File: config.mk
export PLATFORM = sky130hd
export DESIGN_NAME = card_fifo_stall
export DESIGN_NICKNAME = d
export VERILOG_FILES = /design/src/rtl/cfs_pkg.sv /design/src/rtl/cfs_store.sv /design/src/rtl/cfs_xfer_ctrl.sv /design/src/rtl/cfs_host_guard.sv /design/src/rtl/card_fifo_stall.sv
export SDC_FILE = /design/constraint.sdc
export NUM_CORES = 1
export LEC_CHECK = 0
export BUFFER_PORTS_ARGS = -buffer_cell sky130_fd_sc_hd__buf_2
export CAP_MARGIN = 10
export CORE_MARGIN = 5
export CORE_UTILIZATION = 40
export CTS_CLUSTER_SIZE = 10
export DETAILED_ROUTE_END_ITERATION = 7
export PLACE_DENSITY_LB_ADDON = 0.08
export SKIP_LAST_GASP = 1
export SLEW_MARGIN = 20
export SYNTH_ARGS = -nofsm -noshare
export SYNTH_HDL_FRONTEND = slang
export SYNTH_SLANG_ARGS = --single-unit
File: constraint.sdc
create_clock -name clk -period 2.6 [get_ports clk]
set_input_delay 0.52 -clock clk [delete_from_list [all_inputs] [get_ports clk]]
set_output_delay 0.52 -clock clk [all_outputs]
set_load 0.005 [all_outputs]
File: src/rtl/cfs_pkg.sv
package cfs_pkg;
  typedef enum logic [1:0] {
    XM_IDLE = 2'd0,
    XM_TX   = 2'd1,
    XM_RX   = 2'd2
  } xfer_mode_e;
endpackage

File: src/rtl/cfs_store.sv
// Circular byte store with an extra wrap bit on each pointer.
module cfs_store #(
  parameter int DATA_W = 8,
  parameter int DEPTH  = 16
) (
  input  logic              clk,
  input  logic              rst_n,
  input  logic              push,
  input  logic [DATA_W-1:0] push_data,
  input  logic              pop,
  output logic [DATA_W-1:0] head_data,
  output logic              full,
  output logic              empty
);
  localparam int AW = $clog2(DEPTH);

  logic [DATA_W-1:0] mem [DEPTH];
  logic [AW:0]       wr_ptr, rd_ptr;
  logic              push_ok, pop_ok;

  assign empty     = (wr_ptr == rd_ptr);
  assign full      = (wr_ptr[AW] != rd_ptr[AW]) && (wr_ptr[AW-1:0] == rd_ptr[AW-1:0]);
  assign push_ok   = push && !full;
  assign pop_ok    = pop && !empty;
  assign head_data = mem[rd_ptr[AW-1:0]];

  always_ff @(posedge clk) begin
    if (push_ok) mem[wr_ptr[AW-1:0]] <= push_data;
  end

  always_ff @(posedge clk) begin
    if (!rst_n) begin
      wr_ptr <= '0;
      rd_ptr <= '0;
    end else begin
      if (push_ok) wr_ptr <= wr_ptr + 1'b1;
      if (pop_ok)  rd_ptr <= rd_ptr + 1'b1;
    end
  end
endmodule

File: src/rtl/cfs_xfer_ctrl.sv
// Transfer mode, byte counter, clock stall and resume flags.
module cfs_xfer_ctrl
  import cfs_pkg::*;
#(
  parameter int CNT_W = 8
) (
  input  logic             clk,
  input  logic             rst_n,
  input  logic             start_tx,
  input  logic             start_rx,
  input  logic [CNT_W-1:0] xfer_len,
  input  logic [1:0]       resume_clr,
  input  logic             buf_empty,
  input  logic             buf_full,
  input  logic             eng_tx_ready,
  input  logic             eng_rx_valid,
  output logic             eng_tx_valid,
  output logic             eng_rx_ready,
  output xfer_mode_e       mode,
  output logic             stalled,
  output logic             xfer_done,
  output logic             tx_resume,
  output logic             rx_resume
);
  xfer_mode_e       mode_q;
  logic [CNT_W-1:0] remain_q;
  logic             stall_q, done_q, txr_q, rxr_q;
  logic             tx_beat, rx_beat, txr_set, rxr_set, last_byte;

  assign eng_tx_valid = (mode_q == XM_TX) && !buf_empty && !stall_q;
  assign eng_rx_ready = (mode_q == XM_RX) && !buf_full && !stall_q;
  assign tx_beat      = eng_tx_valid && eng_tx_ready;
  assign rx_beat      = eng_rx_ready && eng_rx_valid;
  assign last_byte    = (remain_q == CNT_W'(1));
  assign txr_set      = (mode_q == XM_TX) && stall_q && !buf_empty;
  assign rxr_set      = (mode_q == XM_RX) && stall_q && !buf_full;

  always_ff @(posedge clk) begin
    if (!rst_n) begin
      mode_q   <= XM_IDLE;
      remain_q <= '0;
      stall_q  <= 1'b0;
      done_q   <= 1'b0;
    end else begin
      done_q <= 1'b0;
      unique case (mode_q)
        XM_IDLE: begin
          stall_q <= 1'b0;
          if (xfer_len != '0) begin
            if (start_tx) begin
              mode_q   <= XM_TX;
              remain_q <= xfer_len;
            end else if (start_rx) begin
              mode_q   <= XM_RX;
              remain_q <= xfer_len;
            end
          end
        end
        XM_TX: begin
          if (tx_beat) begin
            remain_q <= remain_q - 1'b1;
            if (last_byte) begin
              mode_q <= XM_IDLE;
              done_q <= 1'b1;
            end
          end
          if (!stall_q && eng_tx_ready && buf_empty) stall_q <= 1'b1;
          else if (txr_set)                          stall_q <= 1'b0;
        end
        XM_RX: begin
          if (rx_beat) begin
            remain_q <= remain_q - 1'b1;
            if (last_byte) begin
              mode_q <= XM_IDLE;
              done_q <= 1'b1;
            end
          end
          if (!stall_q && eng_rx_valid && buf_full) stall_q <= 1'b1;
          else if (rxr_set)                         stall_q <= 1'b0;
        end
        default: mode_q <= XM_IDLE;
      endcase
    end
  end

  always_ff @(posedge clk) begin
    if (!rst_n) begin
      txr_q <= 1'b0;
      rxr_q <= 1'b0;
    end else begin
      if (txr_set)            txr_q <= 1'b1;
      else if (resume_clr[0]) txr_q <= 1'b0;
      if (rxr_set)            rxr_q <= 1'b1;
      else if (resume_clr[1]) rxr_q <= 1'b0;
    end
  end

  assign mode      = mode_q;
  assign stalled   = stall_q;
  assign xfer_done = done_q;
  assign tx_resume = txr_q;
  assign rx_resume = rxr_q;
endmodule

File: src/rtl/cfs_host_guard.sv
// Registers one-cycle pulses for refused host beats.
module cfs_host_guard (
  input  logic clk,
  input  logic rst_n,
  input  logic wr_valid,
  input  logic wr_ready,
  input  logic rd_valid,
  input  logic rd_ready,
  output logic wr_err,
  output logic rd_err
);
  always_ff @(posedge clk) begin
    if (!rst_n) begin
      wr_err <= 1'b0;
      rd_err <= 1'b0;
    end else begin
      wr_err <= wr_valid && !wr_ready;
      rd_err <= rd_ready && !rd_valid;
    end
  end
endmodule

File: src/rtl/card_fifo_stall.sv
module card_fifo_stall
  import cfs_pkg::*;
#(
  parameter int DATA_W = 8,
  parameter int DEPTH  = 16,
  parameter int CNT_W  = 8
) (
  input  logic              clk,
  input  logic              rst_n,
  input  logic              start_tx,
  input  logic              start_rx,
  input  logic [CNT_W-1:0]  xfer_len,
  input  logic [1:0]        resume_clr,
  input  logic              host_wr_valid,
  output logic              host_wr_ready,
  input  logic [DATA_W-1:0] host_wr_data,
  output logic              host_rd_valid,
  input  logic              host_rd_ready,
  output logic [DATA_W-1:0] host_rd_data,
  output logic              eng_tx_valid,
  input  logic              eng_tx_ready,
  output logic [DATA_W-1:0] eng_tx_data,
  input  logic              eng_rx_valid,
  output logic              eng_rx_ready,
  input  logic [DATA_W-1:0] eng_rx_data,
  output logic              card_clk_en,
  output logic              tx_active,
  output logic              rx_active,
  output logic              xfer_done,
  output logic              tx_resume,
  output logic              rx_resume,
  output logic              wr_err,
  output logic              rd_err
);
  xfer_mode_e        mode;
  logic              stalled, buf_full, buf_empty;
  logic              host_push, eng_push, do_push, do_pop;
  logic [DATA_W-1:0] push_data, head_data;

  assign tx_active     = (mode == XM_TX);
  assign rx_active     = (mode == XM_RX);
  assign host_wr_ready = !buf_full && !rx_active;
  assign host_rd_valid = !buf_empty && !tx_active;
  assign host_rd_data  = head_data;
  assign eng_tx_data   = head_data;
  assign card_clk_en   = (mode != XM_IDLE) && !stalled;

  assign host_push = host_wr_valid && host_wr_ready;
  assign eng_push  = eng_rx_valid && eng_rx_ready;
  assign do_push   = host_push || eng_push;
  assign push_data = eng_push ? eng_rx_data : host_wr_data;
  assign do_pop    = (host_rd_valid && host_rd_ready) || (eng_tx_valid && eng_tx_ready);

  cfs_store #(.DATA_W(DATA_W), .DEPTH(DEPTH)) u_store (
    .clk       (clk),
    .rst_n     (rst_n),
    .push      (do_push),
    .push_data (push_data),
    .pop       (do_pop),
    .head_data (head_data),
    .full      (buf_full),
    .empty     (buf_empty)
  );

  cfs_xfer_ctrl #(.CNT_W(CNT_W)) u_ctrl (
    .clk          (clk),
    .rst_n        (rst_n),
    .start_tx     (start_tx),
    .start_rx     (start_rx),
    .xfer_len     (xfer_len),
    .resume_clr   (resume_clr),
    .buf_empty    (buf_empty),
    .buf_full     (buf_full),
    .eng_tx_ready (eng_tx_ready),
    .eng_rx_valid (eng_rx_valid),
    .eng_tx_valid (eng_tx_valid),
    .eng_rx_ready (eng_rx_ready),
    .mode         (mode),
    .stalled      (stalled),
    .xfer_done    (xfer_done),
    .tx_resume    (tx_resume),
    .rx_resume    (rx_resume)
  );

  cfs_host_guard u_guard (
    .clk      (clk),
    .rst_n    (rst_n),
    .wr_valid (host_wr_valid),
    .wr_ready (host_wr_ready),
    .rd_valid (host_rd_valid),
    .rd_ready (host_rd_ready),
    .wr_err   (wr_err),
    .rd_err   (rd_err)
  );
endmodule

## Word-level counts from Yosys, hierarchy flattened

Memory sizes are Yosys's and may differ from the RTL's. A register that Yosys moved wholly into a read port is not among the register bits.
Cells that the tools add are included.

| storage, ports and cells | value |
|---|---|
| bits in registers | 26 |
| bits in writable memories | 128 |
| input bits | 34 |
| output and inout bits | 28 |
| word-level logic and storage cells | 99 |
| memories | 1 |

| operators by class | value |
|---|---|
| add/sub/neg operators | 3 |
| eq/ne operators | 12 |
| mux-type cells | 31 |
| reduce and logical (&&, ||, !) cells | 42 |

Memories:

| name | words | width | rd ports | clocked after Yosys merged registers in | wr ports | line | RTL |
|---|---|---|---|---|---|---|---|
| u_store.mem | 16 | 8 | 1 | 1 | 1 | cfs_store.sv:17 | `logic [DATA_W-1:0] mem [DEPTH];` |

Operators with widths:

| cell | number |
|---|---|
| 8-bit 2-to-1 mux | 6 |
| 1-bit logical AND | 24 |
| 8-bit case mux with 3 select lines | 1 |
| 1-bit 2-to-1 mux | 13 |
| 2-bit 2-to-1 mux | 6 |
| 5-bit by 1-bit adder with 5-bit output (second input constant) | 2 |
| 8-bit by 1-bit equality test with 1-bit output (second input constant) | 1 |
| 4-bit 2-to-1 mux | 2 |
| 8-bit nonzero test | 1 |
| 8-bit by 1-bit subtractor with 8-bit output (second input constant) | 1 |
| 1-bit logical NOT | 7 |
| 2-bit by 1-bit != test with 1-bit output (second input constant) | 3 |
| 3-bit by 1-bit != test with 1-bit output (second input constant) | 2 |
| 2-bit case mux with 3 select lines | 1 |
| 2-bit nonzero test | 3 |
| 5-bit equality test | 1 |
| 5-bit AND reduction | 1 |
| 4-bit equality test | 1 |
| 4-bit AND reduction | 1 |
| 3-bit != test (second input constant) | 1 |
| 1-bit case mux with 3 select lines | 1 |
| 3-bit AND reduction | 1 |
| 3-bit nonzero test | 1 |
| 2-bit by 1-bit equality test with 1-bit output (second input constant) | 1 |
| other kinds (5) | 6 |

## Depth between registers and ports, before layout

| depth | value |
|---|---|
| depth after elaboration | 10 |
| mapped depth | 9 |
| gate-level depth less buffers | 7 |

## Hierarchy

Synthesis repeated with hierarchy kept, for this count alone.

| unflattened totals | value |
|---|---|
| cell total of the unflattened synthesis | 444 |
| area total of the unflattened synthesis | 7164.4 um^2 |

By module, submodules not included:

| module | times used | cells each | area each (um^2) | seq. area each (um^2) |
|---|---|---|---|---|
| cfs_store | 1 | 282 | 5806.8 | 4124.0 |
| cfs_xfer_ctrl | 1 | 130 | 1089.8 | 280.3 |
| card_fifo_stall | 1 | 28 | 210.2 | 0.0 |
| cfs_host_guard | 1 | 4 | 57.6 | 40.0 |

## Least setup slack after synthesis

Ideal clock, no wire load.

| path | value |
|---|---|
| path type | register -> output |
| start | reg (tool-made name) |
| end | out host_rd_data[0] |
| data arrival time | 1971 ps |
| data required time | 2080 ps |
| slack | 109 ps |
| cell stages (with the launch flop) | 6 |
| buffers on the path | 3 |
| cell sequence | dfxtp_1 > clkbuf_1 > buf_2 > mux4_2 > mux4_2 > buf_4 |

RTL lines:

| element | line | RTL |
|---|---|---|
| to (decl) | card_fifo_stall.sv:19 | `output logic [DATA_W-1:0] host_rd_data,` |

==> results.tsv <==
metric	value	unit
DIE AREA	19900	sq um
# IOs	62	
Setup Skew	0.00910	ns
compound-cell area share of the yosys netlist	5.33	%
fin cells	758	
Final GP Congestion	0.878	
Final Setup Violations	16	
largest family of logic cells by synthesized area	multiplexers	
Post-synth EDFFs	128	
area growth from synthesis to layout	19.6	%
Routed WL	16.1	mm
ANT nets after route	0	
root buffer cell	clkbuf_16	
die width	141	um
antenna violations before repair	0	
GR Util met1	22.9	%
HP Class	in2reg	
first-pass GRT wire length	24.8	mm
Final Hold Fails	0	
internal cell power	5780	uW
register area share after synthesis	64.6	%
Post-CTS Setup Repair Bufs	0	
post-synthesis async set-or-reset flop share	0	%
gr usage total	17.0	%
Syn Std Cell Area	6880	sq um
Clk Latency, worst-skew pair	0.42	ns
hold_buf cts	0	
die height	141	um
Synth Flop Type	edfxtp_1	
DRT iter0 DRCs	253	
failing checks	negative setup slack	
period utilization	106	%
Hold WS	0.330	ns
Critical Path RT	2.08	ns
fin worst setup slack	-0.148	ns
number of global-route vias before repair	4184	
Post-DP HPWL	10.8	mm
xor/xnor cell area share of the yosys netlist	2.00	%
post-route minimum period	2.75	ns
WS Path Type	reg2out	
Cell variety after synth	52	
combinational power share	34.2	%
Leak	0.00293	uW
adder-cell area share of the yosys netlist	2.00	%
placed cells	727	
syn avg cell area	15.7	sq um
Worst Setup Start Kind	flip-flop	
Power Total	8400	uW
CTS Buf Count	17	
clock share of power	28.2	%
R2R Setup Slk	0.27	ns
RSZ-0062 raised after global routing	yes	
Slew HR	42.6	%
GRT busiest layer	met2	
Pre-antenna DRT Iters	4	
core area	17100	sq um
IO buf count	61	
Synth Warn #	0	
Power Dens Cells	1020	nW/um^2
multiplexer share of the synthesized area	15.3	%
Syn Inst Count	438	
DR WL/cell	21.3	um
Final nets	567	
status	complete, but fails checks	
post-synthesis simple-gate area fraction	7.17	%
Rows	48	
Slew @ Worst Pin	0.858	ns
setup TNS	-2.01	ns
CTS tree	yes	
CP Capture Type	output pin	
CTS max path bufs	2	
max-slew violations	0	
CP max FO	12	
Vias	4020	
Sink Count	158	
met2 GRT Util	27.8	%
VDD IR max	0.000521	V
fillers	1478	
Switch Pwr	2620	uW
synthesized flop and latch total	158	
Antenna diodes	0	
total gr overflow	0	
Via density	5.30	
Post-route DRC	0	
starting density of the core	40.3	%
largest net degree at the start of global routing	33	
max-cap violations	0	
data arrival time of the worst path	2.23	ns
# H-tree levels	4	
share of cells above drive strength 1	34.1	%
synthesized net count	483	
Clk pin slew, worst setup/hold paths	0.06	ns
Seq pwr share	37.6	%
GRT met3 Usage	4.24	%
fmax	364	MHz
sw frac	31.2	%
==> Yosys cell counts (2+ instances only) <==
cell | instances | area, sq um
o41ai_1 | 2 | 17.5
a211oi_1 | 2 | 15.0
mux2i_1 | 6 | 60.1
a32oi_1 | 2 | 17.5
nor2_1 | 25 | 93.8
inv_1 | 16 | 60.1
xor2_1 | 4 | 35.0
o32ai_1 | 3 | 26.3
nand3_1 | 2 | 10.0
xor2_2 | 2 | 32.5
o22ai_1 | 7 | 43.8
dfxtp_1 | 30 | 601
buf_4 | 10 | 75.1
nand2_1 | 27 | 101
and3_1 | 13 | 81.3
nor3_1 | 5 | 25.0
a2111oi_0 | 5 | 43.8
or4_1 | 2 | 15.0
nand2b_1 | 2 | 12.5
xnor2_1 | 8 | 70.1
o31a_1 | 3 | 26.3
nor2b_1 | 10 | 62.6
buf_1 | 3 | 11.3
or3_1 | 3 | 18.8
mux2_2 | 8 | 90.1
buf_2 | 7 | 35.0
o21ai_0 | 3 | 15.0
mux4_2 | 40 | 901
clkbuf_1 | 14 | 52.6
nor4_1 | 5 | 31.3
a31oi_1 | 4 | 25.0
ha_1 | 11 | 138
a21oi_1 | 8 | 40.0
edfxtp_1 | 128 | 3840
==> critical path, cell delays in order, from the launching register on <==
cell	delay (ns)
dfxtp_4	0.42
buf_12	0.18
mux4_2	0.53
mux4_2	0.53
buf_2	0.16
==> power groups by stage <==
stage	Combinational [uW]	Sequential [uW]	Clock, uW
after global placement	2850	3190	0
after floorplan	1940	3170	0
final	2880	3160	2370
after detailed placement	2850	3200	0
after CTS	2910	3160	2410
after global routing	3160	3180	2520
==> what timing repair did <==
action / in CTS / in global routing
pin swaps: 0 / 0
gates resized for setup: 5 / 1
cloned: 1 / 0
setup endpoints to repair: 16 / 120
==> per-layer routing <==
metal | wire [um] | vias to the layer above
met1 | 7000 | 2005
met3 | 987 | 8
met2 | 8040 | 146
li1 | - | 1861
met5 | 0 | -
met4 | 112 | 0
==> registers in the layout (all words and copies together) (netlist names), 2 cells and up, named ones only <==
signal / count
u_ctrl.mode: 2
u_ctrl.remain_q: 8
u_store.mem: 128
u_store.rd_ptr: 5
u_store.wr_ptr: 5
==> final cells by class <==
type                            count  area, sq um  share of cell area [%]
Clock buffer                       18          429                    5.22
Tap cell                          225          282                    3.42
Timing Repair Buffer              100          693                    8.42
Multi-Input combinational cell    228         2190                    26.6
Clock inverter                     12          123                    1.49
Inverter                           17         63.8                   0.776
Sequential cell                   158         4450                    54.1
==> placed cells by master, fill, tap and decap left out, drive strengths merged, types with 2 or more instances in the layout <==
| master | netlist | final |
|---|---|---|
| a21oi | 9 | 9 |
| nand3 | 2 | 2 |
| a2111oi | 5 | 5 |
| mux2 | 8 | 8 |
| buf | 21 | 100 |
| edfxtp | 128 | 128 |
| a32oi | 2 | 2 |
| mux2i | 6 | 6 |
| xor2 | 6 | 6 |
| nand2b | 2 | 2 |
| or4 | 2 | 2 |
| o21ai | 4 | 4 |
| a211oi | 3 | 3 |
| nor3 | 5 | 5 |
| o41ai | 2 | 2 |
| bufinv | 0 | 2 |
| ha | 11 | 11 |
| o22ai | 7 | 7 |
| dfxtp | 30 | 30 |
| nor2 | 25 | 25 |
| inv | 16 | 17 |
| a31oi | 4 | 4 |
| mux4 | 40 | 40 |
| nor2b | 10 | 10 |
| xnor2 | 8 | 8 |
| clkinv | 1 | 8 |
| nor4 | 6 | 6 |
| o32ai | 3 | 3 |
| clkinvlp | 0 | 2 |
| nand2 | 27 | 27 |
| and3 | 13 | 13 |
| clkbuf | 14 | 18 |
| or3 | 3 | 3 |
| o31a | 3 | 3 |
==> kinds of logic after synthesis <==
logic type	count (synthesis)
multiplexers	54
AND/OR/NAND/NOR	99
adder cells (fa/ha/maj)	11
XOR/XNOR	14
buffers and inverters	52
flip-flops	158
AO/OA/AOI/OAI	50
==> path summary, 6_finish.rpt <==
kind / start / cells after the start / to
setup / recovery: flip-flop / 4 / host_rd_data[0]
hold / removal: host_rd_ready / 3 / u_guard.rd_err
setup reg to reg: u_store.rd_ptr[3] / 7 / u_ctrl.remain_q[6]
hold reg to reg: u_ctrl.remain_q[4] / 2 / u_ctrl.remain_q[4]
==> stage by stage <==
| stage | worst slack, ns | area, sq um | utilization, % |
|---|---|---|---|
| finish | -0.148 | 8230 | 48.2 |
| global route | -0.234 | 8230 | 48.2 |
| CTS | -0.190 | 8220 | 48.2 |
| detailed placement | 0.0852 | 7630 | 44.7 |
| global placement | 0.168 | 7630 | 44.7 |
| floorplan | 0.109 | 6880 | - |
No activity file was read; power rests on OpenSTA's default activity.
